--- config.mk ---
export PLATFORM = sky130hd
export DESIGN_NAME = rwin_renamer
export DESIGN_NICKNAME = d
export VERILOG_FILES = /design/src/rtl/rwin_pkg.sv /design/src/rtl/rwin_map.sv /design/src/rtl/rwin_stack.sv /design/src/rtl/rwin_renamer.sv
export SDC_FILE = /design/constraint.sdc
export NUM_CORES = 1
export LEC_CHECK = 0
export CORE_UTILIZATION = 50
export DETAILED_ROUTE_END_ITERATION = 12
export GPL_TIMING_DRIVEN = 0
export HOLD_SLACK_MARGIN = 0.03
export PLACE_DENSITY_LB_ADDON = 0.05
export SYNTH_ARGS = -nofsm -noshare
export SYNTH_HDL_FRONTEND = slang
export SYNTH_SLANG_ARGS = --single-unit
--- constraint.sdc ---
create_clock -name clk -period 7.1 [get_ports clk]
set_input_delay 0.71 -clock clk [delete_from_list [all_inputs] [get_ports clk]]
set_output_delay 0.71 -clock clk [all_outputs]
set_load 0.01 [all_outputs]
--- src/rtl/rwin_pkg.sv ---
package rwin_pkg;
  localparam int unsigned STATIC_REGS  = 32;
  localparam int unsigned STACKED_REGS = 96;
  localparam int unsigned TOTAL_REGS   = STATIC_REGS + STACKED_REGS;
  localparam int unsigned REG_W        = $clog2(TOTAL_REGS);
  localparam int unsigned SIZE_W       = $clog2(STACKED_REGS + 1);

  typedef struct packed {
    logic [SIZE_W-1:0] base;
    logic [SIZE_W-1:0] locals;
    logic [SIZE_W-1:0] frame;
  } frame_mark_t;
endpackage

--- src/rtl/rwin_map.sv ---
module rwin_map
  import rwin_pkg::*;
(
  input  logic [REG_W-1:0]  arch,
  input  logic [SIZE_W-1:0] base,
  input  logic [SIZE_W-1:0] frame,
  output logic [REG_W-1:0]  phys,
  output logic              fault
);
  localparam logic [REG_W:0] K_STATIC = (REG_W+1)'(STATIC_REGS);
  localparam logic [REG_W:0] K_STACK  = (REG_W+1)'(STACKED_REGS);

  logic [REG_W:0] a_x, off, sum;

  always_comb begin
    a_x   = {1'b0, arch};
    off   = '0;
    sum   = '0;
    phys  = '0;
    fault = 1'b0;
    if (a_x < K_STATIC) begin
      phys = arch;
    end else begin
      off = a_x - K_STATIC;
      if (off >= (REG_W+1)'(frame)) begin
        fault = 1'b1;
      end else begin
        sum = off + (REG_W+1)'(base);
        if (sum >= K_STACK) sum = sum - K_STACK;
        phys = REG_W'(sum + K_STATIC);
      end
    end
  end
endmodule

--- src/rtl/rwin_stack.sv ---
module rwin_stack #(
  parameter int unsigned DEPTH = 16,
  parameter int unsigned WIDTH = 21
) (
  input  logic             clk,
  input  logic             rst_n,
  input  logic             push,
  input  logic             pop,
  input  logic [WIDTH-1:0] din,
  output logic [WIDTH-1:0] dout,
  output logic             full,
  output logic             empty
);
  localparam int unsigned PTR_W = $clog2(DEPTH);
  localparam int unsigned CNT_W = $clog2(DEPTH + 1);
  localparam logic [CNT_W-1:0] K_DEPTH = CNT_W'(DEPTH);

  logic [WIDTH-1:0] mem [DEPTH];
  logic [CNT_W-1:0] count;
  logic [CNT_W-1:0] top_idx;

  assign full    = (count == K_DEPTH);
  assign empty   = (count == '0);
  assign top_idx = count - CNT_W'(1);
  assign dout    = mem[top_idx[PTR_W-1:0]];

  always_ff @(posedge clk) begin
    if (!rst_n) begin
      count <= '0;
      for (int i = 0; i < DEPTH; i++) mem[i] <= '0;
    end else if (push && !full) begin
      mem[count[PTR_W-1:0]] <= din;
      count <= count + CNT_W'(1);
    end else if (pop && !empty) begin
      count <= count - CNT_W'(1);
    end
  end

  assert_no_overflow_R7: assert property (@(posedge clk) disable iff (!rst_n)
    count <= K_DEPTH);
  assert_full_push_ignored_R7: assert property (@(posedge clk) disable iff (!rst_n)
    (push && full) |=> full);
  assert_empty_pop_ignored_R7: assert property (@(posedge clk) disable iff (!rst_n)
    (pop && !push && empty) |=> empty);
  assert_push_fills_R7: assert property (@(posedge clk) disable iff (!rst_n)
    (push && !full) |=> !empty);
endmodule

--- src/rtl/rwin_renamer.sv ---
module rwin_renamer
  import rwin_pkg::*;
#(
  parameter int unsigned MARK_DEPTH = 16
) (
  input  logic              clk,
  input  logic              rst_n,
  input  logic              call_i,
  input  logic              ret_i,
  input  logic              alloc_i,
  input  logic [SIZE_W-1:0] alloc_locals_i,
  input  logic [SIZE_W-1:0] alloc_outs_i,
  input  logic              req_valid_i,
  output logic              req_ready_o,
  input  logic [REG_W-1:0]  req_reg_i,
  output logic              rsp_valid_o,
  input  logic              rsp_ready_i,
  output logic [REG_W-1:0]  rsp_phys_o,
  output logic              rsp_fault_o,
  output logic              spill_needed_o
);
  localparam int unsigned CNT_W = $clog2((MARK_DEPTH + 1) * STACKED_REGS + 1);
  localparam logic [SIZE_W:0] K_STK  = (SIZE_W+1)'(STACKED_REGS);
  localparam logic [CNT_W-1:0] K_POOL = CNT_W'(STACKED_REGS);

  frame_mark_t      cur, top_mark;
  logic             stk_full, stk_empty;
  logic             do_call, do_ret, do_alloc;
  logic [SIZE_W:0]  alloc_sum, next_base;
  logic [CNT_W-1:0] committed;
  logic [REG_W-1:0] map_phys;
  logic             map_fault;
  logic             accept;

  // Frame state: one control operation per cycle, call first.
  assign alloc_sum = {1'b0, alloc_locals_i} + {1'b0, alloc_outs_i};
  assign do_call   = call_i && !stk_full;
  assign do_ret    = ret_i && !call_i && !stk_empty;
  assign do_alloc  = alloc_i && !call_i && !ret_i && (alloc_sum <= K_STK);

  always_comb begin
    next_base = {1'b0, cur.base} + {1'b0, cur.locals};
    if (next_base >= K_STK) next_base = next_base - K_STK;
  end

  rwin_stack #(.DEPTH(MARK_DEPTH), .WIDTH($bits(frame_mark_t))) u_marks (
    .clk   (clk),
    .rst_n (rst_n),
    .push  (do_call),
    .pop   (do_ret),
    .din   (cur),
    .dout  (top_mark),
    .full  (stk_full),
    .empty (stk_empty)
  );

  always_ff @(posedge clk) begin
    if (!rst_n) begin
      cur       <= '0;
      committed <= '0;
    end else if (do_call) begin
      cur.base   <= next_base[SIZE_W-1:0];
      cur.locals <= '0;
      cur.frame  <= cur.frame - cur.locals;
      committed  <= committed + CNT_W'(cur.locals);
    end else if (do_ret) begin
      cur       <= top_mark;
      committed <= committed - CNT_W'(top_mark.locals);
    end else if (do_alloc) begin
      cur.locals <= alloc_locals_i;
      cur.frame  <= alloc_sum[SIZE_W-1:0];
    end
  end

  assign spill_needed_o = (committed + CNT_W'(cur.frame)) > K_POOL;

  // Lookup path with a one-entry response register.
  rwin_map u_map (
    .arch  (req_reg_i),
    .base  (cur.base),
    .frame (cur.frame),
    .phys  (map_phys),
    .fault (map_fault)
  );

  assign req_ready_o = !rsp_valid_o || rsp_ready_i;
  assign accept      = req_valid_i && req_ready_o;

  always_ff @(posedge clk) begin
    if (!rst_n) begin
      rsp_valid_o <= 1'b0;
      rsp_phys_o  <= '0;
      rsp_fault_o <= 1'b0;
    end else if (accept) begin
      rsp_valid_o <= 1'b1;
      rsp_phys_o  <= map_phys;
      rsp_fault_o <= map_fault;
    end else if (rsp_ready_i) begin
      rsp_valid_o <= 1'b0;
    end
  end

  assert_one_ctrl_R4: assert property (@(posedge clk) disable iff (!rst_n)
    $onehot0({call_i, ret_i, alloc_i}));
  assert_frame_bound_R4: assert property (@(posedge clk) disable iff (!rst_n)
    (cur.frame <= SIZE_W'(STACKED_REGS)) && (cur.locals <= cur.frame));
  assert_call_window_R5: assert property (@(posedge clk) disable iff (!rst_n)
    do_call |=> (cur.locals == '0) && (cur.frame == $past(cur.frame - cur.locals)));
  assert_ret_restore_R6: assert property (@(posedge clk) disable iff (!rst_n)
    do_ret |=> (cur == $past(top_mark)));
  assert_rsp_hold_R9: assert property (@(posedge clk) disable iff (!rst_n)
    (rsp_valid_o && !rsp_ready_i) |=>
      (rsp_valid_o && $stable(rsp_phys_o) && $stable(rsp_fault_o)));
  assert_fault_zero_R3: assert property (@(posedge clk) disable iff (!rst_n)
    (rsp_valid_o && rsp_fault_o) |-> (rsp_phys_o == '0));
  assert_static_no_fault_R1: assert property (@(posedge clk) disable iff (!rst_n)
    (accept && (req_reg_i < REG_W'(STATIC_REGS))) |=>
      (!rsp_fault_o && (rsp_phys_o == $past(req_reg_i))));
endmodule

---- After elaboration in Yosys (flattened, before gate mapping) ----
Memories as Yosys holds them, arrays and structs flattened.
Index checks and enable logic that the tools add are counted.
storage, ports and cells
  input bits .............................. 28
  register bits ........................... 46
  memories ................................ 1
  output and inout port bits .............. 11
  RAM bits ................................ 336
memories
  memory       depth  width  read ports  clocked after Yosys merged registers in  write ports  RTL line          RTL
  u_marks.mem  16     21     1           0                                        16           rwin_stack.sv:18  logic [WIDTH-1:0] mem [DEPTH];
operators by class
  magnitude comparators ................... 6
  equal/unequal tests ..................... 1
  add/sub/neg operators ................... 13
  bitwise gates (word level) .............. 1
  reductions and logical operators ........ 23
  multiplexer cells ....................... 25
operator list
  operator               number
  $mux W7                7
  $mux W21               2
  $mux W14               2
  $add A11 B7 Y11        2
  $mux W11               2
  $reduce_or A21 Y1      1
  $add A7 B7 Y8          2
  $ge A8 B7 Y1 const B   2
  $sub A7 B7 Y7 const B  2
  $gt A11 B7 Y1 const B  1
  $sub A11 B7 Y11        1
  $mux W5                2
  $logic_and A1 B1 Y1    9
  $mux W1                9
  $add A8 B7 Y8          1
  $ge A8 B7 Y1           1
  $le A8 B7 Y1 const B   1
  $reduce_bool A2 Y1     4
  $sub A7 B6 Y8 const B  1
  $add A7 B6 Y7 const B  1
  $lt A7 B6 Y1 const B   1
  $sub A7 B7 Y7          1
  $add A5 B1 Y5 const B  1
  $eq A5 B5 Y1 const B   1
  other kinds (8)        12

---- Longest topological paths before layout ----
Gate-level depths: netlist of the first run.
  depth in word-level cells ............... 9
  gate-level depth with buffers ........... 25
  gate-level depth less buffers ........... 19

---- By module ----
Synthesis of the first run repeated with hierarchy kept, for this count alone.
unflattened totals
  cells, all modules ...................... 1566
  area total of the unflattened synthesis .. 20034.2 sq um
modules (own cells, without submodules)
  module        instances  cells each  area an instance (sq um)  seq. area each (sq um)
  rwin_stack    1          1017        15708.8                   10189.8
  rwin_renamer  1          457         3646.0                    820.8
  rwin_map      1          92          679.4                     0.0

---- Worst setup path before layout of the first run ----
No wires, ideal clock.
  path kind ............................... register -> register
  start point ............................. register u_marks.count[0]
  end point ............................... register committed[10]
  data arrival time ....................... 5484 ps
  path buffers ............................ 6
  setup time .............................. 128 ps
  stages on the path, launching flop included .. 24
  clock period less this slack ............ 5612 ps
  setup slack ............................. 1488 ps
  cell sequence ........................... dfxtp_1 -> buf_6 -> buf_2 -> buf_2 -> buf_2 -> inv_1 -> ha_1 -> clkbuf_1 -> clkbuf_1 -> mux4_2 -> mux4_2 -> inv_2 -> nand2_2 -> nor4_4 -> xor2_1 -> a21oi_1 -> ha_1 -> or4_1 -> o21ai_0 -> o21ai_0 -> and3_1 -> mux2i_1 -> nand3_1 -> nor3b_2
between the ends
  cells in the longest elaborated chain, start to end .. 5
  elaborated cells on any way between the ends .. 12
  those cells by class .................... 2 x add/sub; 1 x eq/ne; 2 x mux; 6 x reduce/logical; 1 x memory
ends and longest elaborated chain
  what                    RTL line            RTL
  start, declared         rwin_stack.sv:19    logic [CNT_W-1:0] count;
  start signal, assigned  rwin_stack.sv:33    count <= count + CNT_W'(1);
  start signal, assigned  rwin_stack.sv:35    count <= count - CNT_W'(1);
  $sub A5 B1 Y5           rwin_stack.sv:24    assign top_idx = count - CNT_W'(1);
  $mem_v2 Z16 W21         -
  $sub A11 B7 Y11         rwin_renamer.sv:68  committed <= committed - CNT_W'(top_mark.locals);
  $mux W11                rwin_renamer.sv:66  end else if (do_ret) begin
  $mux W11                rwin_renamer.sv:61  end else if (do_call) begin
  end signal, assigned    rwin_renamer.sv:65  committed <= committed + CNT_W'(cur.locals);
  end signal, assigned    rwin_renamer.sv:68
  end, declared           rwin_renamer.sv:30  logic [CNT_W-1:0] committed;
Several ways; a longest one is shown, not always the timed one. The select of a mux whose other input is x is not followed.
A chain may end at the register's enable or synchronous reset.

---- Final worst setup path of the first run ----
Same ends and word-level chain as after synthesis.

==> run summary, run 1 <==
Buffers placed on the I/O ports in this run total 36. The required time at the worst-slack endpoint was 7.54 ns; the measured slew at the worst slew-check pin was 1.33 ns. The run gives 382 as the clock sink count.

The final layout contains 1,676 nets. The post-route netlist has 13.2% of its cells at a drive strength greater than 1. The region available for standard cell placement spans 0.0379 mm^2. The post-route worst setup slack was 0.635 ns.

For this run, the leading register cell type out of synthesis is sky130_fd_sc_hd__edfxtp_1. In this run, distinct cell masters in the synthesized netlist total 67. The run gives 7.61 nW as the leakage dissipation. In this run, synthesis produced a sequential element count of 382. The most critical setup path has its startpoint at u_marks.count[0]. Total count of hold-check failures in the final report: 0. The critical path startpoint category is a register. 0 antenna diodes ended up in the layout. The tool flagged a number of max-cap violations equal to 0.

By instance count, the leading cell after synthesis is sky130_fd_sc_hd__edfxtp_1. For the post-detailed-route DRC marker count, the log shows 0. The ratio of total power to cell area was 363 mW/mm^2; the sequential fraction of the synthesis area was 56.8%. Setup violations remaining at the end of the flow were counted as 0. Netlist area before placement: 0.0194 mm^2. The count of nets left with antenna violations after detail routing was 0. Startpoint of the worst-slack reg-to-reg timing path: u_marks.count[0]. The critical hold path startpoint is rsp_fault_o. The worst pin sits at a relative slew slack of 11.2%. Average cell area after synthesis: 13.0 um^2.

The worst hold path belongs to the class register to register. The H-tree was split into 2 levels. The clock reaches the later pin of the worst-skew pair after 0.58 ns.

The critical path is of the register to register type. On the final layout, the worst clock skew is 0.0202 ns. The worst setup path is captured at a register. Number of slew-limit violations in the final report: 0.

The number of ports placed on the die boundary came out at 39. The biggest area contributor in the post-synthesis netlist is sky130_fd_sc_hd__edfxtp_1. Summed over all layers, the global routing overflow is 0. The placed standard-cell area came out at 0.0206 mm^2.

The half-perimeter wire length of the detailed placement result is 41.9 mm. The maximum fanout count along the critical path is 19. Sorting the synthesized cells by how often they occur yields 336 x sky130_fd_sc_hd__edfxtp_1, 180 x sky130_fd_sc_hd__nor3_1, 130 x sky130_fd_sc_hd__and2_1. After synthesis, the largest area contributor takes up 52.0% of total cell area.

The run finished with clean final reports. For the number of global-route vias before repair, the log shows 13,200. The tools report the root buffer cell as sky130_fd_sc_hd__clkbuf_16. The global placer's final weighted congestion came out at 0.887. TritonCTS built the clock tree.

Summing internal, switching and leakage power gives 7.99 mW. The number of cells in the finished layout apart from fillers was 2,128. The proportion of synthesized flip-flops having asynchronous set or reset works out to 0%. Prior to clock tree synthesis, the placed netlist has a worst setup slack of -0.730 ns. Post-CTS timing repair inserted 0 buffers for setup. During synthesis, Yosys emitted a total of 0 warnings. The highest achievable clock rate is 155 MHz.

For the number of fill cells, the log shows 3,155. The combined global-route utilization of all metal layers is 30.4%. By area the synthesized netlist is led by sky130_fd_sc_hd__edfxtp_1 52%, sky130_fd_sc_hd__mux4_2 12%, sky130_fd_sc_hd__dfxtp_1 4.7%, sky130_fd_sc_hd__nor3_1 4.6%, sky130_fd_sc_hd__and2_1 4.2%.

The total via count in the routed design is 13,400, and the largest net degree at the start of global routing is 22. The initial antenna violation count came out at 0. Setup repair after global routing left no endpoint under its margin. The logs give 51.1% for the initial core utilization and 57.6 mm for the total wire length. The routed design could run at a clock period as short as 6.46 ns. VDD sags by at most 0.214 mV.

The final sum of negative setup slack came out at 0 ns. After layout, the worst path uses 91.1% of the clock period. The tools report the first-pass GRT wire length as 86.0 mm. The area enclosed by the die boundary is 0.0396 mm^2.

The initialized floorplan defines 71 standard-cell rows. At the worst endpoint, the arrival time is 6.91 ns. Measured along the x axis, the die boundary spans 199 um.

The sequential standard cell area came out at 0.0110 mm^2. The clock transition at the register clock pins on the worst setup and hold paths after CTS was 0.06 ns; the wire length per cell was 27.1 um. Measured along the y axis, the die boundary spans 199 um. Summing all multi-input logic gate instances after layout gives 0.00772 mm^2. In this run, synthesis inferred 336 flip-flops with an integrated enable.

The first-pass iteration count of the detailed router was 6. The clock passes through at most 3 buffers. The number of buffers inserted during clock tree synthesis is 43. The number of vias per cell was 6.29; the post-route cell area was 0.0220 mm^2. The run gives 1,286 as the number of design-rule violations left by the first detailed-router iteration. The cell count after synthesis came out at 1,491. The area growth from synthesis to layout is 13.4%, and the number of cells after detailed placement is 2,051. When the netlist entered floorplanning its net count stood at 1,584.
[worst max-delay path: stages (launching register included)]
cell and delay (ns):
sky130_fd_sc_hd__dfxtp_1 0.39, sky130_fd_sc_hd__buf_6 0.24, sky130_fd_sc_hd__buf_2 0.37, sky130_fd_sc_hd__buf_6 0.37
sky130_fd_sc_hd__inv_1 0.17, sky130_fd_sc_hd__ha_2 0.55, sky130_fd_sc_hd__clkbuf_2 0.43, sky130_fd_sc_hd__mux4_2 0.43
sky130_fd_sc_hd__mux4_2 0.59, sky130_fd_sc_hd__inv_2 0.12, sky130_fd_sc_hd__ha_1 0.25, sky130_fd_sc_hd__nand3b_4 0.12
sky130_fd_sc_hd__nor2_1 0.15, sky130_fd_sc_hd__o31ai_1 0.14, sky130_fd_sc_hd__ha_1 0.27, sky130_fd_sc_hd__or4_1 0.51
sky130_fd_sc_hd__o21ai_0 0.32, sky130_fd_sc_hd__o21ai_0 0.22, sky130_fd_sc_hd__and3_1 0.23, sky130_fd_sc_hd__mux2i_1 0.18
sky130_fd_sc_hd__nand3_1 0.09, sky130_fd_sc_hd__nor3b_2 0.15
[per-layer routing]
metal / part of all wire, % / wire length, um / global-route usage [%] / up-vias
met5: 0 / 0 / 0 / -
met4: 2.4 / 1370 / 7.89 / 0
met3: 9.7 / 5590 / 6.92 / 86
met2: 46 / 26500 / 47.9 / 623
met1: 42 / 24100 / 42.5 / 6761
li1: - / - / - / 5911
[placed cells by master, fill, tap and decap left out, types with 6 or more instances in the layout]
cell | Yosys | routed
sky130_fd_sc_hd__a21o_1 | 17 | 17
sky130_fd_sc_hd__xor2_1 | 15 | 15
sky130_fd_sc_hd__mux4_2 | 101 | 101
sky130_fd_sc_hd__a221oi_1 | 7 | 7
sky130_fd_sc_hd__clkbuf_16 | 0 | 44
sky130_fd_sc_hd__o21bai_1 | 6 | 6
sky130_fd_sc_hd__clkdlybuf4s50_1 | 0 | 36
sky130_fd_sc_hd__nand2b_1 | 8 | 8
sky130_fd_sc_hd__a211oi_1 | 20 | 20
sky130_fd_sc_hd__inv_1 | 40 | 40
sky130_fd_sc_hd__nand2_1 | 51 | 51
sky130_fd_sc_hd__o21ai_1 | 9 | 9
sky130_fd_sc_hd__buf_8 | 0 | 11
sky130_fd_sc_hd__nor2b_1 | 10 | 10
sky130_fd_sc_hd__dfxtp_1 | 46 | 46
sky130_fd_sc_hd__nor4_1 | 40 | 40
sky130_fd_sc_hd__o21a_1 | 8 | 8
sky130_fd_sc_hd__nor3_1 | 180 | 180
sky130_fd_sc_hd__o21ai_0 | 41 | 28
sky130_fd_sc_hd__xnor2_1 | 15 | 15
sky130_fd_sc_hd__edfxtp_1 | 336 | 336
sky130_fd_sc_hd__clkbuf_1 | 96 | 106
sky130_fd_sc_hd__buf_1 | 11 | 11
sky130_fd_sc_hd__mux2i_1 | 13 | 13
sky130_fd_sc_hd__a21oi_1 | 49 | 49
sky130_fd_sc_hd__ha_1 | 59 | 58
sky130_fd_sc_hd__clkinv_1 | 13 | 23
sky130_fd_sc_hd__o21ai_2 | 0 | 13
sky130_fd_sc_hd__and2_1 | 130 | 130
sky130_fd_sc_hd__nor2_1 | 53 | 53
sky130_fd_sc_hd__fa_1 | 6 | 6
sky130_fd_sc_hd__buf_2 | 12 | 10
sky130_fd_sc_hd__nand3_1 | 20 | 20
[power breakdown]
part           switching, mW  internal, mW  leakage, nW
Combinational           1.91          1.15         3.10
Clock                  0.923          1.26        0.654
Sequential             0.129          2.62         3.86
Total                   2.96          5.03         7.61
[state kept, by name (all words and copies together) (netlist names)]
| register | count |
|---|---|
| u_marks.mem | 336 |
| u_marks.count | 5 |
| committed | 11 |
| rsp_fault_o | 1 |
| cur | 21 |
| rsp_phys_o | 7 |
| rsp_valid_o | 1 |
[metrics by stage]
stage | util, % | hold slack [ns]
2_1_floorplan | - | 0.453
3_3_place_gp | 53.8 | 0.445
3_5_place_dp | 54.4 | 0.454
4_1_cts | 58.0 | 0.461
5_1_grt | 58.0 | 0.495
6_report | 58.0 | 0.456
[area by class of cell]
class / count / area share [%]
tap: 511 / 2.91
clock buffer: 58 / 5.29
multi-input combinational: 931 / 35.1
clock inverter: 21 / 0.842
buffer: 121 / 2.34
inverter: 55 / 0.938
timing repair buffer: 49 / 2.56
sequential: 382 / 50.0
[path summary, 6_finish.rpt]
path                                 endpoint  slack [ns]  cells past startpoint
worst max register to register  committed[10]        0.64                     21
worst min register to register    rsp_fault_o        0.46                      2
worst min-delay path              rsp_fault_o        0.46                      2
worst max-delay path            committed[10]        0.64                     21
[logic make-up after synthesis]
logic type      share of synthesized area (%)
mux                                      12.5
xor+xnor                                 1.58
buf+inv                                  3.70
simple gates                             14.5
flops                                    56.8
fa+ha+maj                                4.43
compound gates                           6.49
[what timing repair did]
item | 4_1_cts | 5_1_grt
endpoints found under the setup margin | 4 | 1
hold buffers | 0 | 0
gates resized for setup | 4 | 2
pin swaps | 0 | 0
Note: power is estimated with default switching activity, not from simulation.
==> inputs of run 2 (changes only) <==
CAP_MARGIN = 10   (was default)
SKIP_LAST_GASP = 1   (was default)
==> run 2 against run 1 <==
Net effect:
- cell count shrank 0.28%
- first-iteration DRC count rose by 8.9%
- clock power is 2% lower
- maximum frequency fell by 2.1%
- die area stayed put
- sequential power is essentially flat
- sequential share of layout area rose by 0.065 points
- via count increased by 0.55%
- routed wire length is 0.29% higher
- combinational power about the same
- count of clock-buffer cells in the layout down 2
- final area fell by 0.13%
==> run summary, run 2 (synthesis results as in run 1) <==
The run finished with clean final reports. The logs give 38.6% (was 38.3%) for the combinational cell fraction of total power and 16.6% (was 11.2%) for the worst-case headroom to the max-slew limit. The critical hold path startpoint is rsp_fault_o (unchanged). The run gives 0.887 (unchanged) as the global placer's final weighted congestion. Number of instances on the worst hold path: 2 (unchanged). The initial antenna violation count came out at 0 (unchanged). The root buffer cell was sky130_fd_sc_hd__clkbuf_16 (unchanged). Commonest non-fill, non-tap cells in the layout: 336 x sky130_fd_sc_hd__edfxtp_1, 180 x sky130_fd_sc_hd__nor3_1, 130 x sky130_fd_sc_hd__and2_1 (unchanged). The count of input and output buffers is 36 (unchanged).

Power spent charging and discharging nets: 2.96 mW (about the same). The first-pass GRT wire length came out at 86.2 mm (was 86.0 mm). For the number of buffers inserted to repair setup after CTS, the log shows 0 (unchanged). The classification of the worst-slack hold path was register to register (unchanged). The ratio of total power to cell area is 362 mW/mm^2 (was 363 mW/mm^2), and the reported max-cap violation count is 0 (unchanged). The kind of end point of the critical path was a register (unchanged).

The cts-stage hold buffer count was 0 (unchanged). The initial core utilization is 51.1% (unchanged). Highest achievable clock rate: 151 MHz (was 155 MHz). The arrival time of data at the critical path endpoint was 7.05 ns (was 6.91 ns); the design internal power was 5.00 mW (was 5.03 mW). The biggest cell delay along the critical path was 0.59 ns (about the same); the share of cells above drive strength 1 was 13.1% (was 13.2%). The total setup violations reported at the end of the flow came out at 0 (unchanged).

The largest register by flop count is u_marks.mem (unchanged). The clock period minus final worst setup slack works out to 6.60 ns (was 6.46 ns). Setup repair after global routing left no endpoint under its margin. The startpoint of the worst-slack reg-to-reg timing path was u_marks.count[0] (unchanged). The tools report the combined global-route utilization of all metal layers as 30.4% (about the same). The terminus of the critical flop-to-flop path is committed[10] (unchanged).

The maximum fanout count along the critical path was 19 (unchanged); the post-route worst hold slack was 0.454 ns (was 0.456 ns). The number of ports placed on the die boundary is 39 (unchanged). The wire length per cell was 27.2 um (was 27.1 um). Worst hold endpoint: rsp_fault_o (unchanged). The run gives 26.9% (was 27.3%) as the clock network fraction of design power.

The post-detailed-route DRC marker count was 0 (unchanged); the measured slew at the worst slew-check pin was 1.24 ns (was 1.33 ns). TritonCTS built the clock tree. The reg2reg setup slack was 0.50 ns (was 0.64 ns). The tools report the largest net degree at the start of global routing as 22 (unchanged).

The tools report the clock sink count as 382 (unchanged). For the clock latency at the later pin of the worst-skew pair, the log shows 0.58 ns (about the same). The tools report the number of buffers inserted during clock tree synthesis as 43 (unchanged). The flip-flop count of the largest register, all copies and words added is 336 (unchanged).

Largest registers ranked by flip-flop count: u_marks.mem (336), cur (21), committed (11) (unchanged). The switching share of power was 37.2% (was 37.1%). List of cells traversed by the critical path: buf_6 -> buf_2 -> buf_6 -> inv_1 -> ha_2 -> clkbuf_2 -> mux4_2 -> mux4_2 -> inv_2 -> nand2_2 -> nor4_4 -> xor2_1 -> a21oi_1 -> ha_1 -> or4_1 -> o21ai_0 -> o21ai_0 -> and3_1 -> mux2i_1 -> nand3_1 -> nor3b_2 (was buf_6 -> buf_2 -> buf_6 -> inv_1 -> ha_2 -> clkbuf_2 -> mux4_2 -> mux4_2 -> inv_2 -> ha_1 -> nand3b_4 -> nor2_1 -> o31ai_1 -> ha_1 -> or4_1 -> o21ai_0 -> o21ai_0 -> and3_1 -> mux2i_1 -> nand3_1 -> nor3b_2). The die boundary height was 199 um (unchanged). The tools report the total via count in the routed design as 13,500 (was 13,400). The number of design-rule violations left by the first detailed-router iteration is 1,400 (was 1,286). The logs give 57.7 mm (was 57.6 mm) for the total wire length and 0.218 mV (was 0.214 mV) for the maximum vdd drop. The overall overflow remaining after global route is 0 (unchanged).

The core region area came out at 0.0379 mm^2 (unchanged). The final clock period utilization by the worst path was 93.0% (was 91.1%); the required time at the worst-slack endpoint was 7.55 ns (was 7.54 ns). Most common library cell in the layout ignoring fill and taps: sky130_fd_sc_hd__edfxtp_1 (unchanged).

The number of fill cells came out at 3,152 (was 3,155). The number of antenna cells inserted is 0 (unchanged), and the first-pass iteration count of the detailed router is 5 (was 6). The net total in the final layout was 1,677 (was 1,676). The number of vias per cell came out at 6.34 (was 6.29). The area growth from synthesis to layout was 13.3% (was 13.4%). The setup clock skew after layout is 0.0143 ns (was 0.0202 ns). The run gives 7.96 mW (was 7.99 mW) as the total power. The class of the most critical setup path was register to register (unchanged). The length in cells of the worst reg-to-reg path was 21 (unchanged); the part of the total power dissipated in sequential elements was 34.5% (was 34.3%).

The tools report the row count as 71 (unchanged). Floorplan die width: 199 um (unchanged). The tools report the number of cells in the finished layout apart from fillers as 2,122 (was 2,128). The logs give 7.60 nW (was 7.61 nW) for the leakage dissipation and 0.0396 mm^2 (unchanged) for the area enclosed by the die boundary. Count of H-tree levels built during CTS: 2 (unchanged). The run gives 13,400 (was 13,200) as the number of global-route vias before repair.

The run gives 42.1 mm (was 41.9 mm) as the half-perimeter wire length of the detailed placement result. Cell type of the slowest stage on the worst timing path: sky130_fd_sc_hd__mux4_2 (unchanged). The run gives 0 (unchanged) as the number of slew-limit violations in the final report. The clock transition at the register clock pins on the worst setup and hold paths after CTS works out to 0.06 ns (about the same). The count of nets left with antenna violations after detail routing is 0 (unchanged), and the buffer depth of the longest clock path is 3 (unchanged).

Critical path startpoint category: a register (unchanged). The total count of hold-check failures in the final report is 0 (unchanged). For the number of cells after detailed placement, the log shows 2,051 (unchanged).

The final sum of negative setup slack came out at 0 ns (unchanged).
## run 2: changes by cell type in the layout (fill, tap and decap cells not counted)
| cell | previous run | this run |
|---|---|---|
| sky130_fd_sc_hd__buf_8 | 11 | 12 |
| sky130_fd_sc_hd__clkinvlp_4 | 1 | 0 |
| sky130_fd_sc_hd__clkinv_1 | 23 | 20 |
| sky130_fd_sc_hd__clkinv_8 | 1 | 0 |
| sky130_fd_sc_hd__clkbuf_16 | 44 | 43 |
| sky130_fd_sc_hd__inv_16 | 0 | 2 |
| sky130_fd_sc_hd__clkinv_2 | 5 | 3 |
| sky130_fd_sc_hd__clkbuf_8 | 1 | 0 |
## run 2: power by group through the flow
stage	clock [mW]	sequential, mW	combinational (mW)
2_1_floorplan	0	2.74	2.01
3_3_place_gp	0	2.80	2.97
3_5_place_dp	0	2.79	3.02
4_1_cts	2.16	2.75	3.04
5_1_grt	2.25	2.76	3.27
6_report	2.14	2.75	3.07
## run 2: cell type report
class                           instances  area, um^2  area share, %
Buffer                                121         514           2.34
Clock inverter                         16         180          0.820
Inverter                               55         206          0.940
Timing Repair Buffer                   50         579           2.64
Tap cell                              511         639           2.91
Sequential cell                       382       11000           50.1
Clock buffer                           56        1120           5.12
Multi-Input combinational cell        931        7720           35.1
## run 2: how the worst max path moves through the flow
stage,startpoint,to,slack [ns]
floorplan,u_marks.count[0],committed[10],1.49
global placement,u_marks.count[0],committed[10],-0.72
detailed placement,u_marks.count[0],committed[10],-0.81
CTS,u_marks.count[0],committed[10],0.12
global route,u_marks.count[0],committed[10],0.08
finish,u_marks.count[0],committed[10],0.50
## run 2: through the flow
stage	instance area, um^2	util (%)	setup slack, ns
after global routing	22000	57.9	0.0761
after detailed placement	20600	54.4	-0.807
after CTS	22000	57.9	0.116
final	22000	57.9	0.497
after global placement	20400	53.8	-0.717
after floorplan	19400	-	1.49
## run 2: routing by layer
layer	global-route usage [%]	up-vias	routed length, um
met5	0	-	0
met4	10.2	0	1670
met3	6.24	92	5650
met2	47.3	649	26500
met1	42.6	6816	24000
li1	-	5898	-
## run 2: what timing repair did
action | 4_1_cts | 5_1_grt
hold endpoints to repair | 0 | 0
setup endpoints to repair | 6 | 1
gates resized for setup | 5 | 1
## run 2: worst max-delay path, delay by kind of cell (launching register included)
| family | cells | cell delay (ns) |
|---|---|---|
| xor gates and xnor gates | 1 | 0.19 |
| buffers and inverters | 6 | 1.72 |
| DFF | 1 | 0.39 |
| and+or+nand+nor | 6 | 1.35 |
| AOI/OAI and AO/OA | 3 | 0.72 |
| adders and majority gates | 2 | 0.82 |
| muxes | 3 | 1.23 |
